### config.mk
export PLATFORM = sky130hd
export DESIGN_NAME = tmr_cascade
export DESIGN_NICKNAME = d
export VERILOG_FILES = /design/src/rtl/tmr_pkg.sv /design/src/rtl/tmr_regs.sv /design/src/rtl/tmr_clk_src.sv /design/src/rtl/tmr_core.sv /design/src/rtl/tmr_cascade.sv
export SDC_FILE = /design/constraint.sdc
export NUM_CORES = 1
export LEC_CHECK = 0
export BUFFER_PORTS_ARGS = -buffer_cell sky130_fd_sc_hd__buf_2
export CELL_PAD_IN_SITES_DETAIL_PLACEMENT = 1
export CELL_PAD_IN_SITES_GLOBAL_PLACEMENT = 1
export CORE_ASPECT_RATIO = 1.4
export CORE_MARGIN = 5
export CORE_UTILIZATION = 50
export DETAILED_ROUTE_END_ITERATION = 8
export PLACE_DENSITY = 0.95
export SKIP_LAST_GASP = 1
export SYNTH_ARGS = -nofsm -noshare
export SYNTH_HDL_FRONTEND = slang
export SYNTH_SLANG_ARGS = --single-unit
### constraint.sdc
create_clock -name clk -period 4.3 [get_ports clk]
set_input_delay 0.86 -clock clk [delete_from_list [all_inputs] [get_ports clk]]
set_output_delay 0.86 -clock clk [all_outputs]
set_load 0.05 [all_outputs]
### src/rtl/tmr_pkg.sv
package tmr_pkg;

    localparam int ADDR_W = 3;

    localparam logic [ADDR_W-1:0] ADR_CFG_A = 3'd0;
    localparam logic [ADDR_W-1:0] ADR_CFG_B = 3'd1;
    localparam logic [ADDR_W-1:0] ADR_LIM_A = 3'd2;
    localparam logic [ADDR_W-1:0] ADR_LIM_B = 3'd3;
    localparam logic [ADDR_W-1:0] ADR_CNT_A = 3'd4;
    localparam logic [ADDR_W-1:0] ADR_CNT_B = 3'd5;
    localparam logic [ADDR_W-1:0] ADR_FLAG  = 3'd6;

    // Counter A source code that selects the external event edge
    localparam logic [2:0] SRC_A_EXT   = 3'd7;
    // Counter B source code that selects the matches of counter A
    localparam logic [1:0] SRC_B_CHAIN = 2'd3;

    typedef enum logic [1:0] {
        CH_CLEAR = 2'd0,
        CH_HOLD  = 2'd1,
        CH_RUN   = 2'd2
    } ch_state_e;

    typedef struct packed {
        logic       run;
        logic       keep;
        logic [2:0] src;
    } cfg_a_t;

    typedef struct packed {
        logic       spare;
        logic       pin_en;
        logic       pwm_en;
        logic       wide;
        logic       run;
        logic       keep;
        logic [1:0] src;
    } cfg_b_t;

endpackage

### src/rtl/tmr_regs.sv
module tmr_regs
    import tmr_pkg::*;
#(
    parameter int DW = 8
) (
    input  logic              clk,
    input  logic              rst_n,
    input  logic              wr_en,
    input  logic [ADDR_W-1:0] wr_addr,
    input  logic [DW-1:0]     wr_data,
    output cfg_a_t            cfg_a,
    output cfg_b_t            cfg_b,
    output logic [DW-1:0]     lim_a,
    output logic [DW-1:0]     lim_b,
    output logic              restart_a,
    output logic              restart_b,
    output logic [1:0]        clr_flags
);

    cfg_a_t wr_as_a;
    cfg_b_t wr_as_b;

    assign wr_as_a = cfg_a_t'(wr_data[4:0]);
    assign wr_as_b = cfg_b_t'(wr_data[7:0]);

    always_ff @(posedge clk or negedge rst_n) begin
        if (!rst_n) begin
            cfg_a <= '0;
            cfg_b <= '0;
            lim_a <= '0;
            lim_b <= '0;
        end else if (wr_en) begin
            case (wr_addr)
                ADR_CFG_A: cfg_a <= wr_as_a;
                ADR_CFG_B: cfg_b <= wr_as_b;
                ADR_LIM_A: lim_a <= wr_data;
                ADR_LIM_B: lim_b <= wr_data;
                default:   ;
            endcase
        end
    end

    // Restart and flag-clear strobes act on the write edge itself
    always_comb begin
        restart_a = wr_en && (wr_addr == ADR_CFG_A) && wr_as_a.run && !wr_as_a.keep;
        restart_b = wr_en && (wr_addr == ADR_CFG_B) && wr_as_b.run && !wr_as_b.keep;
        clr_flags = (wr_en && (wr_addr == ADR_FLAG)) ? wr_data[1:0] : 2'b00;
    end

endmodule

### src/rtl/tmr_clk_src.sv
module tmr_clk_src
    import tmr_pkg::*;
#(
    parameter int PRE_W = 11
) (
    input  logic       clk,
    input  logic       rst_n,
    input  logic       ext_evt,
    input  logic [2:0] src_a,
    input  logic [1:0] src_b,
    output logic       tick_a,
    output logic       tick_b
);

    localparam int NTAP = 7;
    localparam int TAP_SH [NTAP] = '{1, 2, 3, 5, 7, 9, 11};

    logic [PRE_W-1:0] pre_cnt;
    logic [NTAP-1:0]  taps;
    logic [1:0]       sync_q;
    logic             prev_q;
    logic             ext_edge;

    always_ff @(posedge clk or negedge rst_n) begin
        if (!rst_n) pre_cnt <= '0;
        else        pre_cnt <= pre_cnt + PRE_W'(1);
    end

    for (genvar g = 0; g < NTAP; g++) begin : g_tap
        localparam logic [PRE_W-1:0] MASK = PRE_W'((1 << TAP_SH[g]) - 1);
        assign taps[g] = ((pre_cnt & MASK) == MASK);

        assert_tap_single_R4 : assert property (@(posedge clk) disable iff (!rst_n)
            taps[g] |=> !taps[g]);
    end

    always_ff @(posedge clk or negedge rst_n) begin
        if (!rst_n) begin
            sync_q <= 2'b00;
            prev_q <= 1'b0;
        end else begin
            sync_q <= {sync_q[0], ext_evt};
            prev_q <= sync_q[1];
        end
    end

    assign ext_edge = sync_q[1] && !prev_q;

    assert_edge_single_R4 : assert property (@(posedge clk) disable iff (!rst_n)
        ext_edge |=> !ext_edge);

    always_comb begin
        if (src_a == SRC_A_EXT) tick_a = ext_edge;
        else                    tick_a = taps[src_a];

        unique case (src_b)
            2'd0:        tick_b = taps[0];
            2'd1:        tick_b = taps[2];
            2'd2:        tick_b = taps[4];
            SRC_B_CHAIN: tick_b = 1'b0;
        endcase
    end

endmodule

### src/rtl/tmr_core.sv
module tmr_core
    import tmr_pkg::*;
#(
    parameter int CW = 8
) (
    input  logic          clk,
    input  logic          rst_n,
    input  cfg_a_t        cfg_a,
    input  cfg_b_t        cfg_b,
    input  logic [CW-1:0] lim_a,
    input  logic [CW-1:0] lim_b,
    input  logic          restart_a,
    input  logic          restart_b,
    input  logic [1:0]    clr_flags,
    input  logic          tick_a,
    input  logic          tick_b_pre,
    output logic [CW-1:0] cnt_a,
    output logic [CW-1:0] cnt_b,
    output logic          flag_a,
    output logic          flag_b,
    output logic          cmp_ff
);

    localparam int WW = 2 * CW;

    ch_state_e     st_a, st_b, st_a_d, st_b_d;
    logic          wide;
    logic          hit_a, hit_b, tick_b;
    logic [CW-1:0] cnt_a_d, cnt_b_d;
    logic [WW-1:0] wide_cnt, wide_lim;

    assign wide     = (cfg_b.src == SRC_B_CHAIN) && cfg_b.wide;
    assign wide_cnt = {cnt_b, cnt_a};
    assign wide_lim = {lim_b, lim_a};

    function automatic ch_state_e pick_state(input logic run, input logic keep);
        unique casez ({run, keep})
            2'b1?:   return CH_RUN;
            2'b01:   return CH_HOLD;
            2'b00:   return CH_CLEAR;
            default: return CH_CLEAR;
        endcase
    endfunction

    always_comb begin
        st_a_d = pick_state(cfg_a.run, cfg_a.keep);
        st_b_d = pick_state(cfg_b.run, cfg_b.keep);
    end

    // State register
    always_ff @(posedge clk or negedge rst_n) begin
        if (!rst_n) begin
            st_a <= CH_CLEAR;
            st_b <= CH_CLEAR;
        end else begin
            st_a <= st_a_d;
            st_b <= st_b_d;
        end
    end

    // Outputs of the state machines: next counts and match strobes
    always_comb begin
        cnt_a_d = cnt_a;
        cnt_b_d = cnt_b;
        hit_a   = 1'b0;
        hit_b   = 1'b0;
        tick_b  = 1'b0;

        if (restart_a) begin
            cnt_a_d = '0;
            if (wide) cnt_b_d = '0;
        end else begin
            unique case (st_a)
                CH_CLEAR: begin
                    cnt_a_d = '0;
                    if (wide) cnt_b_d = '0;
                end
                CH_HOLD: ;
                CH_RUN: begin
                    if (tick_a) begin
                        if (wide) begin
                            if (wide_cnt == wide_lim) begin
                                {cnt_b_d, cnt_a_d} = '0;
                                hit_a = 1'b1;
                            end else begin
                                {cnt_b_d, cnt_a_d} = wide_cnt + WW'(1);
                            end
                        end else if (cnt_a == lim_a) begin
                            cnt_a_d = '0;
                            hit_a   = 1'b1;
                        end else begin
                            cnt_a_d = cnt_a + CW'(1);
                        end
                    end
                end
                default: ;
            endcase
        end

        if (!wide) begin
            tick_b = (cfg_b.src == SRC_B_CHAIN) ? hit_a : tick_b_pre;
            if (restart_b) begin
                cnt_b_d = '0;
            end else begin
                unique case (st_b)
                    CH_CLEAR: cnt_b_d = '0;
                    CH_HOLD:  ;
                    CH_RUN: begin
                        if (tick_b) begin
                            if (cnt_b == lim_b) begin
                                cnt_b_d = '0;
                                hit_b   = 1'b1;
                            end else begin
                                cnt_b_d = cnt_b + CW'(1);
                            end
                        end
                    end
                    default: ;
                endcase
            end
        end
    end

    always_ff @(posedge clk or negedge rst_n) begin
        if (!rst_n) begin
            cnt_a  <= '0;
            cnt_b  <= '0;
            flag_a <= 1'b0;
            flag_b <= 1'b0;
            cmp_ff <= 1'b0;
        end else begin
            cnt_a  <= cnt_a_d;
            cnt_b  <= cnt_b_d;
            flag_a <= hit_a | (flag_a & ~clr_flags[0]);
            flag_b <= hit_b | (flag_b & ~clr_flags[1]);
            cmp_ff <= cmp_ff ^ hit_a;
        end
    end

    assert_wrap_R1 : assert property (@(posedge clk) disable iff (!rst_n)
        (st_a == CH_RUN && tick_a && !restart_a && !wide && cnt_a == lim_a)
        |=> (cnt_a == '0 && flag_a));

    assert_wide_wrap_R2 : assert property (@(posedge clk) disable iff (!rst_n)
        (st_a == CH_RUN && tick_a && !restart_a && wide && wide_cnt == wide_lim)
        |=> (cnt_a == '0 && cnt_b == '0 && flag_a));

    assert_wide_quiet_R3 : assert property (@(posedge clk) disable iff (!rst_n)
        (wide && !flag_b) |=> !flag_b);

    assert_hold_R5 : assert property (@(posedge clk) disable iff (!rst_n)
        (st_a == CH_HOLD && !restart_a) |=> $stable(cnt_a));

    assert_restart_R6 : assert property (@(posedge clk) disable iff (!rst_n)
        restart_a |=> (cnt_a == '0));

    assert_match_wins_R10 : assert property (@(posedge clk) disable iff (!rst_n)
        hit_a |=> flag_a);

endmodule

### src/rtl/tmr_cascade.sv
module tmr_cascade
    import tmr_pkg::*;
#(
    parameter int CNT_W = 8,
    parameter int PRE_W = 11
) (
    input  logic             clk,
    input  logic             rst_n,
    input  logic             wr_en,
    input  logic [2:0]       wr_addr,
    input  logic [CNT_W-1:0] wr_data,
    input  logic [2:0]       rd_addr,
    output logic [CNT_W-1:0] rd_data,
    input  logic             ext_evt,
    output logic             irq_a,
    output logic             irq_b,
    output logic             cmp_pin
);

    cfg_a_t           cfg_a;
    cfg_b_t           cfg_b;
    logic [CNT_W-1:0] lim_a, lim_b, cnt_a, cnt_b;
    logic             restart_a, restart_b;
    logic [1:0]       clr_flags;
    logic             tick_a, tick_b_pre;
    logic             flag_a, flag_b, cmp_ff;

    tmr_regs #(.DW(CNT_W)) u_regs (
        .clk       (clk),
        .rst_n     (rst_n),
        .wr_en     (wr_en),
        .wr_addr   (wr_addr),
        .wr_data   (wr_data),
        .cfg_a     (cfg_a),
        .cfg_b     (cfg_b),
        .lim_a     (lim_a),
        .lim_b     (lim_b),
        .restart_a (restart_a),
        .restart_b (restart_b),
        .clr_flags (clr_flags)
    );

    tmr_clk_src #(.PRE_W(PRE_W)) u_src (
        .clk     (clk),
        .rst_n   (rst_n),
        .ext_evt (ext_evt),
        .src_a   (cfg_a.src),
        .src_b   (cfg_b.src),
        .tick_a  (tick_a),
        .tick_b  (tick_b_pre)
    );

    tmr_core #(.CW(CNT_W)) u_core (
        .clk        (clk),
        .rst_n      (rst_n),
        .cfg_a      (cfg_a),
        .cfg_b      (cfg_b),
        .lim_a      (lim_a),
        .lim_b      (lim_b),
        .restart_a  (restart_a),
        .restart_b  (restart_b),
        .clr_flags  (clr_flags),
        .tick_a     (tick_a),
        .tick_b_pre (tick_b_pre),
        .cnt_a      (cnt_a),
        .cnt_b      (cnt_b),
        .flag_a     (flag_a),
        .flag_b     (flag_b),
        .cmp_ff     (cmp_ff)
    );

    assign irq_a   = flag_a;
    assign irq_b   = flag_b;
    assign cmp_pin = cmp_ff && cfg_b.pin_en && !cfg_b.pwm_en;

    always_comb begin
        case (rd_addr)
            ADR_CFG_A: rd_data = CNT_W'(cfg_a);
            ADR_CFG_B: rd_data = CNT_W'(cfg_b);
            ADR_LIM_A: rd_data = lim_a;
            ADR_LIM_B: rd_data = lim_b;
            ADR_CNT_A: rd_data = cnt_a;
            ADR_CNT_B: rd_data = cnt_b;
            ADR_FLAG:  rd_data = CNT_W'({flag_b, flag_a});
            default:   rd_data = '0;
        endcase
    end

endmodule

Word level (Yosys, flattened, before mapping)
Cells that the tools add are included.
{"block": "totals", "reg_bits": 66, "input_bits": 18, "output_inout_bits": 11}
{"block": "classes", "addsub": 4, "magnitude_cmp": 1, "eq_ne": 28, "mux": 37, "n_bitwise": 7, "n_reduce_logical": 28}
{"operator": "$mux W8", "n": 14}
{"operator": "$pmux W8 S7", "n": 1}
{"operator": "$pmux W8 S2", "n": 3}
{"operator": "$eq A3 B3 Y1 const B", "n": 6}
{"operator": "$add A16 B1 Y16 const B", "n": 1}
{"operator": "$add A8 B1 Y8 const B", "n": 2}
{"operator": "$eq A16 B16 Y1", "n": 1}
{"operator": "$eq A8 B8 Y1", "n": 2}
{"operator": "$mux W1", "n": 14}
{"operator": "$eq A3 B2 Y1 const B", "n": 4}
{"operator": "$pmux W2 S3", "n": 2}
{"operator": "$add A11 B1 Y11 const B", "n": 1}
{"operator": "$eq A11 B11 Y1 const B", "n": 1}
{"operator": "$logic_and A1 B1 Y1", "n": 11}
{"operator": "$eq A2 B2 Y1 const B", "n": 5}
{"operator": "$logic_not A2 Y1", "n": 5}
{"operator": "$reduce_and A2 Y1", "n": 5}
{"operator": "$eq A9 B9 Y1 const B", "n": 1}
{"operator": "$eq A7 B7 Y1 const B", "n": 1}
{"operator": "$eq A2 B1 Y1 const B", "n": 3}
{"operator": "$eq A3 B1 Y1 const B", "n": 2}
{"operator": "$logic_not A3 Y1", "n": 2}
{"operator": "$eq A5 B5 Y1 const B", "n": 1}
{"operator": "$logic_not A1 Y1", "n": 4}
{"operator": "10 further kinds", "n": 13}

Depth between registers and ports, before layout
Gate-level depths: netlist (run 1).
{"block": "logic_depth", "depth_word": 13, "mapped_depth": 13, "mapped_depth_nobuf": 12}

Hierarchy
A second synthesis (run 1) with hierarchy kept.
{"block": "unflattened", "hier_cells": 384, "hier_area_um2": 4081.4}
{"module": "tmr_core", "instances": 1, "cells_each": 198, "area_each_um2": 1720.4, "seq_area_each_um2": 575.6}
{"module": "tmr_regs", "instances": 1, "cells_each": 71, "area_each_um2": 1174.9, "seq_area_each_um2": 725.7}
{"module": "tmr_clk_src", "instances": 1, "cells_each": 56, "area_each_um2": 679.4, "seq_area_each_um2": 350.3}
{"module": "tmr_cascade", "instances": 1, "cells_each": 59, "area_each_um2": 506.7, "seq_area_each_um2": 0.0}

Worst setup path before layout (run 1)
OpenSTA, ideal clock, no wires.
{"block": "synth_timing", "path_type": "input -> output", "start": "input port rd_addr[0]", "end": "output port rd_data[6]", "arrival_time_ns": 2.732, "t_required_ns": 3.440, "slack_ns": 0.708, "stages": 6, "path_cell_list": "clkbuf_1 buf_1 nand2_1 nor2_1 a21oi_1 o21ai_0"}
{"block": "synth_via", "elab_chain_len": 2, "word_cells_on_any_way": 8, "cone_classes": "eq/ne (6); mux (1); reduce/logical (1)"}
{"element": "start, declared", "line": "tmr_cascade.sv:12", "text": "input logic [2:0] rd_addr,"}
{"element": "$eq A3 B3 Y1, or another cell as far along", "line": "tmr_cascade.sv:77", "text": "case (rd_addr)"}
{"element": "$pmux W8 S7 *", "line": "tmr_cascade.sv:77"}
{"element": "end, declared", "line": "tmr_cascade.sv:13", "text": "output logic [CNT_W-1:0] rd_data,"}
Mark *: on every way between the ends. The rest lies on a longest branch, timed or not.

Final worst setup path (run 1)
{"block": "layout_timing", "start": "input port rd_addr[0]", "end": "output port rd_data[1]"}
Same word-level chain as after synthesis.

==> impl_metrics.ini, run 1 <==
[timing]
worstMarginPinSlew_ns = 1.03
finalSetupViolations = 0
period_share_pct = 78.1
tns_ns = 0
maxSlewHeadroom_pct = 31.1
hold_viol = 0
rsz0062_at_grt = false
period_needed_ns = 3.36
maxSlewViolCount = 0
fin_skew_ns = 0.00907
fmax_mhz = 298

[clocking]
ctsHtreeMaxLevel = 3
cts_resized = 0
clk_pin_slew_ns = 0.08
cts_sinks = 66
cts_tree = yes
root_buffer = clkbuf_8
cts_setup_buffers = 0
clk_latency_ns = 0.37
clock_path_buffers = 2
cts-hold-fix-buffers = 0
cts_made_buffers = 9

[grt]
grt_pass1_vias = 4025
overflow = 0
grt_use_total_pct = 29.5
grt_pass1_wl_um = 22000
grt_antenna_before_repair = 0
grt_start_max_net_pins = 46

[worst_setup_path]
crit_fanout = 26
crit_buf_inv = 2
cp_data_arrival_time_ns = 2.50
r2r-end = u_core.cnt_a[7]
worstPathCellList = buf_2 > mux2i_1 > nor2_1 > a31oi_1 > nor2_1 > a21oi_1 > o21ai_0 > buf_2
crit_slowest_cell = buf_2
startpoint_type = input pin
required_ns = 3.44
end_kind = output pin
startpoint = rd_addr[0]
cp_top_family = buffers and inverters
path_depth = 8
regToRegSetupSlack_ns = 1.03
slowest_delay_ns = 0.46
reg2reg_depth = 12
crit_type = in -> out
r2r-start = u_src.pre_cnt[0]
crit_end = rd_data[1]

[logic_synthesis]
yosysWarnings = 0
synth_top_family_by_area = simple AND/OR/NAND/NOR gates
synth_fa_ha_area_share_pct = 2.80
synth-seq-cells = 66
synthFlopType = dfrtp_1
synth_compound_area_share_pct = 16.1
syn_area_um2 = 4020
synth-edff-count = 0
ys_types = 65
syn-num-nets = 432
synth_xor_area_share_pct = 5.67
async_flop_share_pct = 100
synth-simple-area-share_pct = 19.4
synth.avg_cell_area_um2 = 9.91
synthMuxAreaShare_pct = 11.5
synth_cells = 405
yosysSeqAreaShare_pct = 41.1

[layout]
multi_input_area_um2 = 2240
drive_gt1_share_pct = 21.9
ff_latch_area_um2 = 1650
nFillCells = 874
area_growth_syn_to_layout_pct = 10.9
finalNetCount = 453
diodes = 0

[routing]
wire_per_inst_um = 26.3
routed_wl_um = 13900
viasPerCell = 6.98
via_count = 3697
final_antenna_net_count = 0
drtIter0Drc = 314
drcViolationCount = 0
first_pass_iters = 7

[die]
io_pins = 29
fp.dieW_um = 85.7
dieArea_um2 = 9950
core_um2 = 7800
fp.dieH_um = 116
start_util_pct = 51.5
num_rows = 38

[worst_hold_path]
hold_path.class = reg -> reg

[placement]
port_buffers = 28
gp_congestion = 0.959
dp.final_hpwl_um = 9360

[power_and_ir_drop]
power_w = 0.00211
cellLeakagePower_nw = 1.93
peakVddDrop_mv = 0.302
powerDensity_nw_per_um2 = 473

[status]
status = complete, no violations

[job]
drv_cap = 0
## placed cells by master (no fill, tap or decap), types with 3 or more instances in the layout
cell	n
a31oi_1	4
mux2_2	31
and2_1	4
nand3b_1	3
and3_1	6
nand3_1	15
nor4_2	3
nor3_1	5
nand4_1	5
o21ai_0	22
nor4_1	6
nand2b_1	6
inv_1	6
nor2b_1	7
nor2_1	28
xor2_1	22
nand2_1	37
a21oi_1	16
buf_4	5
dfrtp_1	66
a221oi_1	3
clkbuf_8	10
ha_1	9
buf_2	28
o31ai_1	7
mux2i_1	9
a22oi_1	3
o211ai_1	10
bufinv_16	3
xnor2_1	4
## worst register-to-register path: stages, from the launching register on
cell	delay, ns
dfrtp_1	0.41
ha_1	0.24
nand2_1	0.17
nor2_1	0.24
and2_1	0.17
ha_1	0.16
nand2_1	0.09
o311ai_2	0.15
o211ai_4	0.23
a21oi_1	0.40
nor2_1	0.27
or4_1	0.55
o211ai_1	0.11
## layer usage
metal / part of all wire [%] / track usage [%] / vias up
met3: 7.1 / 7.18 / 82
met1: 36 / 32.1 / 1847
met4: 6.1 / 18.6 / 0
li1: - / - / 1535
met5: 0 / 0 / -
met2: 51 / 51.1 / 233
## final cells by class
cell class                      count  share of cell area, %
Multi-Input combinational cell    310                   50.2
Timing Repair Buffer               33                   3.99
Clock buffer                       10                   3.09
Inverter                            6                  0.506
Sequential cell                    66                   37.1
Clock inverter                      5                   2.30
Tap cell                          100                   2.81
## sequential cells by signal (all words and copies together), names as in the netlist
register,cells
u_core.cnt_b,8
u_core.flag_b,1
u_core.st_b,2
u_regs.cfg_a,5
u_regs.cfg_b,8
u_core.st_a,2
u_core.flag_a,1
u_regs.lim_b,8
u_src.prev_q,1
u_core.cnt_a,8
u_src.pre_cnt,11
u_regs.lim_a,8
u_core.cmp_ff,1
u_src.sync_q,2
## Yosys cell counts, drive strengths merged, types with 4 or more instances
cell,number,share of area [%]
xnor2,4,0.87
xor2,22,4.8
dfrtp,66,41
inv,6,0.56
o21ai,24,3.0
mux2i,9,2.2
nand3,15,1.9
and3,7,1.1
a31oi,4,0.62
nand2,38,3.6
nand2b,6,0.93
nor2,28,2.6
nor3,5,0.62
o211ai,11,2.4
mux2,31,8.7
a21oi,16,2.0
o31ai,7,1.3
clkbuf,15,1.4
ha,9,2.8
buf,8,1.4
nor4,9,1.9
nor2b,7,1.1
nand4,6,1.1
and2,4,0.62
## stage by stage
step / std cells / utilization [%] / hold slack (ns) / area (um^2) / worst slack (ns)
3_5_place_dp: 515 / 54.0 / 0.358 / 4210 / 1.11
4_1_cts: 530 / 57.1 / 0.376 / 4450 / 1.03
3_3_place_gp: 515 / 54.0 / 0.332 / 4210 / 1.24
6_report: 530 / 57.1 / 0.373 / 4450 / 0.942
5_1_grt: 530 / 57.1 / 0.389 / 4450 / 0.850
2_1_floorplan: 405 / - / 0.331 / 4020 / 0.708
## logic make-up (layout without fill, tap and decap cells)
logic type                 count (synthesis)  count (layout)
and+or+nand+nor                          143             143
AOI/OAI and AO/OA                         91              91
buffers and inverters                     29              54
DFF                                       66              66
xor gates and xnor gates                  26              26
muxes                                     41              41
adders and majority gates                  9               9
## worst min path at each step
stage,startpoint,end,slack [ns],cells after the start
after global placement,u_src.sync_q[0],u_src.sync_q[1],0.33,0
final,u_src.sync_q[0],u_src.sync_q[1],0.37,0
after global routing,u_src.sync_q[0],u_src.sync_q[1],0.39,0
after CTS,u_src.sync_q[0],u_src.sync_q[1],0.38,0
after detailed placement,u_src.sync_q[0],u_src.sync_q[1],0.36,0
after floorplan,u_src.sync_q[0],u_src.sync_q[1],0.33,0
## power breakdown
| part | switching (W) | internal [W] | leakage [nW] | total, W |
|---|---|---|---|---|
| clock network | 0.000268 | 0.000397 | 0.118 | 0.000665 |
| logic | 0.000375 | 0.000211 | 0.972 | 0.000586 |
| registers | 0.000143 | 0.000713 | 0.835 | 0.000855 |
Note: power is estimated with default switching activity, not from simulation.
==> inputs of run 2 (changes only) <==
- ABC_AREA: unset -> 1
- CORE_UTILIZATION: 50 -> 45
- PLACE_DENSITY: 0.95 -> 0.92
- clock period: 4.3 -> 3.3 ns (I/O delays scaled with it)
==> run 2 against run 1 <==
Net effect:
- critical path depth shrank 1
- synthesized cell count grew 30%
- non-clock buffer count grew 1
- combinational power grew 48%
- die area grew 10%
- global-route usage shrank 4.4 points
- critical path type unchanged
- highest routed layer unchanged
==> impl_metrics.ini, run 2 <==
[status]
status = complete, no violations

[logic_synthesis]
synth-seq-cells = 66
synth_top_cell_area_share_pct = 41.1
yosys-top-cells-count = nand2_1 (124), inv_1 (72), dfrtp_1 (66)
synthFlopType = dfrtp_1
synth-edff-count = 0
ys_types = 38
yosysSeqAreaShare_pct = 41.1
yosys.area.top_type = dfrtp_1
synth.avg_cell_area_um2 = 7.61
async_flop_share_pct = 100
syn-num-nets = 555
ys_top_cells_by_area = dfrtp_1 (41%), nand2_1 (12%), inv_1 (6.7%), o21ai_0 (6.2%), nand3_1 (4.5%)
yosysWarnings = 0
syn_area_um2 = 4020
synth_cells = 528
yosysMostFrequentCell = nand2_1

[layout]
drive_gt1_share_pct = 13.8
regMostFlops = u_src.pre_cnt
layout_common_cells = nand2_1 (124), inv_1 (72), dfrtp_1 (66)
area_growth_syn_to_layout_pct = 13.4
nFillCells = 1129
largest_reg_flops = 11
final_common_cell = nand2_1
diodes = 0
finalNetCount = 590

[timing]
worstMarginPinSlew_ns = 0.872
tns_ns = 0
fin_skew_ns = 0.00523
period_needed_ns = 2.75
period_share_pct = 83.3
fin_hold_ws_ns = 0.351
finalSetupViolations = 0
rsz0062_at_grt = false
hold_viol = 0
maxSlewHeadroom_pct = 41.9
maxSlewViolCount = 0
fmax_mhz = 364

[worst_setup_path]
crit_slowest_cell = a221oi_1
required_ns = 2.64
slowest_delay_ns = 0.33
cp_data_arrival_time_ns = 2.09
startpoint_type = input pin
end_kind = output pin
crit_type = in -> out
reg2reg_depth = 15
worstPathCellList = buf_2 > nor2_1 > nand2_1 > nor2_1 > a221oi_1 > o2111ai_1 > buf_2
crit_fanout = 8

[grt]
grt_antenna_before_repair = 0
grt_pass1_wl_um = 21500
grt_pass1_vias = 4215
overflow = 0
grt_start_max_net_pins = 67
grt_use_total_pct = 25.1

[routing]
routed_wl_um = 13300
wire_per_inst_um = 19.7
viasPerCell = 5.80
final_antenna_net_count = 0
first_pass_iters = 4
via_count = 3895
drtIter0Drc = 199
drcViolationCount = 0

[placement]
gp_congestion = 0.927
port_buffers = 28
dp.final_hpwl_um = 10000

[clocking]
clk_latency_ns = 0.34
clock_path_buffers = 2
cts_setup_buffers = 0
cts_sinks = 66
ctsHtreeMaxLevel = 3
cts-hold-fix-buffers = 0
cts_tree = yes
root_buffer = clkbuf_16
cts_resized = 0
cts_made_buffers = 9
clk_pin_slew_ns = 0.05

[power_and_ir_drop]
powerDensity_nw_per_um2 = 647
peakVddDrop_mv = 0.399
cellLeakagePower_nw = 2.21
power_w = 0.00295

[worst_hold_path]
hold_path.class = reg -> reg
holdPathStages = 0

[job]
drv_cap = 0

[die]
io_pins = 29
dieArea_um2 = 10900
fp.dieW_um = 89.8
num_rows = 40
fp.dieH_um = 122
start_util_pct = 46.4
core_um2 = 8660
-- run 2: cell types whose count changed in the layout (fill, tap and decap cells not counted), sizes merged, moves of 17 or more --
cell   delta
nand2    +96
nor2     +17
o21ai    +29
mux2     -31
inv      +72
nand3    +24
-- run 2: final timing paths --
| check | start | endpoint | slack [ns] |
|---|---|---|---|
| setup / recovery | rd_addr[1] | rd_data[4] | 0.55 |
| hold / removal | u_src.sync_q[0] | u_src.sync_q[1] | 0.35 |
| setup reg to reg | u_src.pre_cnt[0] | u_core.cnt_a[2] | 0.61 |
| hold reg to reg | u_src.sync_q[0] | u_src.sync_q[1] | 0.35 |
| max in group asynchronous | rst_n | u_regs.lim_a[7] | 2.20 |
| min in group asynchronous | rst_n | u_core.cnt_b[0] | 0.50 |
-- run 2: final cells by class --
type	instances	area [um^2]	area share (%)
tap	105	131	2.88
timing repair buffer	34	185	4.06
multi-input combinational	374	2010	44.1
inverter	78	293	6.43
clock buffer	12	246	5.41
clock inverter	3	40.0	0.879
sequential	66	1650	36.3
-- run 2: logic make-up after synthesis --
family	after synthesis	share of synthesized area, %
AOI/OAI and AO/OA	98	14.3
buffers and inverters	88	8.88
and+or+nand+nor	243	27.4
DFF	66	41.1
xor gates and xnor gates	24	5.42
adders and majority gates	9	2.80
-- run 2: power breakdown --
| group | leakage (nW) | internal (W) | switching [W] |
|---|---|---|---|
| Clock | 0.142 | 0.000599 | 0.000345 |
| Sequential | 0.843 | 0.000940 | 0.000197 |
| Combinational | 1.23 | 0.000261 | 0.000606 |
-- run 2: layer usage --
layer	track usage (%)	routed length, um	vias up	part of all wire (%)
met5	0	0	-	0
met1	27.7	5170	1904	39
met2	45.7	6880	128	52
li1	-	-	1811	-
met4	14.1	602	0	4.5
met3	3.71	597	52	4.5
-- run 2: per-stage QoR --
stage	setup slack (ns)	instance area (um^2)	instances	util [%]
5_1_grt	0.419	4560	672	52.6
3_3_place_gp	0.632	4270	657	49.3
2_1_floorplan	0.304	4020	528	-
4_1_cts	0.608	4560	672	52.6
6_report	0.550	4560	672	52.6
3_5_place_dp	0.615	4270	657	49.3
-- run 2: critical path, delay by kind of cell --
kind	cells	cell delay, ns
buffers and inverters	2	0.40
AOI/OAI and AO/OA	2	0.57
and+or+nand+nor	3	0.47
==> inputs of run 3 (changes only) <==
- ABC_AREA: 1 -> 0
- CORE_UTILIZATION: 45 -> 48
- PLACE_DENSITY: 0.92 -> 0.93
- clock period: 3.3 -> 2.55 ns (I/O delays scaled with it)
==> run 3 against run 2 <==
Net effect:
- the flow now finishes with violations (setup timing)
- non-clock buffer count rose by 55
- combinational power rose by 71%
- sequential share of layout area fell by 4.0 points
- cell count fell by 12%
- via count rose by 11%
- clock-buffer cell count rose by 2
- die area fell by 5.7%
- wire length rose by 46%
==> impl_metrics.ini, run 3 (synthesis results as in run 1) <==
[worst_setup_path]
required_ns = 2.76
crit_fanout = 8
crit_type = reg -> reg
end_kind = flop
startpoint_type = flop
cp_data_arrival_time_ns = 3.13

[timing]
worstMarginPinSlew_ns = 0.649
fmax_mhz = 342
fin_hold_ws_ns = 0.198
maxSlewViolCount = 0
period_needed_ns = 2.93
maxSlewHeadroom_pct = 56.5
hold_viol = 0
period_share_pct = 115
finalSetupViolations = 16
rsz0062_at_grt = true
worst_slack_ns = -0.376
fin_skew_ns = 0.0158

[status]
violations = setup timing
status = finished with violations

[clocking]
root_buffer = clkbuf_16
clock_path_buffers = 2
clk_latency_ns = 0.35
cts_sinks = 66
cts_made_buffers = 9
cts_tree = yes
clk_pin_slew_ns = 0.07
ctsHtreeMaxLevel = 3

[layout]
largest_reg_flops = 11
diodes = 0
layout.cells.non_filler = 589
drive_gt1_share_pct = 33.9
regMostFlops = u_src.pre_cnt
area_growth_syn_to_layout_pct = 27.4
finalNetCount = 509
final_common_cell = dfrtp_1
layout_common_cells = dfrtp_1 (66), buf_4 (58), nand2_1 (36)

[grt]
overflow = 0
grt_pass1_vias = 4320
grt_use_total_pct = 34.0
grt_antenna_before_repair = 0
grt_pass1_wl_um = 26200
grt_start_max_net_pins = 67

[routing]
first_pass_iters = 6
wire_per_inst_um = 32.9
drcViolationCount = 0
viasPerCell = 7.35
via_count = 4328
drtIter0Drc = 514
final_antenna_net_count = 0
routed_wl_um = 19400

[power_and_ir_drop]
power_w = 0.00428
cellLeakagePower_nw = 2.27
powerDensity_nw_per_um2 = 837
peakVddDrop_mv = 0.639

[die]
fp.dieW_um = 87.3
num_rows = 39
core_um2 = 8150
start_util_pct = 49.3
dieArea_um2 = 10300
fp.dieH_um = 118
io_pins = 29

[placement]
port_buffers = 28
pre_cts_slack_ns = -0.190
gp_congestion = 1.01
dp.cells = 558
dp.final_hpwl_um = 10400

[worst_hold_path]
hold_path.class = in -> async

[job]
drv_cap = 0
==> run 3: report_power, final <==
part | total, W | internal, W | switching, W | leakage [nW]
sequential | 0.00144 | 0.00120 | 0.000231 | 0.835
clock | 0.00136 | 0.000885 | 0.000479 | 0.151
combinational | 0.00148 | 0.000580 | 0.000902 | 1.28
==> run 3: timing repair <==
item,CTS,global route
buffers inserted,7,8
endpoints found under the setup margin,14,17
hold buffers,0,0
pin swaps,9,5
gates resized for setup,9,19
cloned,0,0
==> run 3: critical path, cell delays in order, from the launching register on <==
cell	delay, ns
dfrtp_1	0.42
ha_4	0.20
and3_4	0.19
ha_4	0.15
mux4_2	0.47
or2_4	0.26
o211ai_4	0.11
a2111oi_4	0.08
o31ai_2	0.28
buf_6	0.21
nand2_2	0.09
o211ai_1	0.33
==> run 3: layer usage <==
layer	share of wire (%)	track usage [%]	vias up
li1	-	-	1647
met1	33	39.3	2111
met2	48	55.6	398
met3	9.8	7.86	172
met4	9.2	21.0	0
met5	0	0	-
==> run 3: metrics by stage <==
stage | TNS [ns] | util [%] | instance area [um^2]
floorplan | -0.0973 | - | 4050
global placement | -0.0897 | 56.1 | 4570
detailed placement | -0.991 | 56.1 | 4570
CTS | -1.16 | 61.0 | 4970
global route | -4.70 | 62.8 | 5120
finish | -3.64 | 62.8 | 5120
==> run 3: path summary, 6_finish.rpt <==
check,start,endpoint,slack (ns),depth (start not counted)
setup / recovery,u_src.pre_cnt[0],u_core.cnt_b[6],-0.38,11
hold / removal,rst_n,u_regs.lim_b[3],0.20,2
setup reg to reg,u_src.pre_cnt[0],u_core.cnt_b[6],-0.38,11
hold reg to reg,u_src.sync_q[0],u_src.sync_q[1],0.40,0
max in group asynchronous,rst_n,u_regs.lim_b[4],2.06,2
min in group clk,ext_evt,u_src.sync_q[0],0.28,1
==> run 3: cell type report <==
type	instances	area (um^2)
Fill cell	839	3030
Multi-Input combinational cell	310	2380
Sequential cell	66	1650
Timing Repair Buffer	89	624
Clock buffer	14	254
Tap cell	102	128
Clock inverter	2	60.1
Inverter	6	22.5
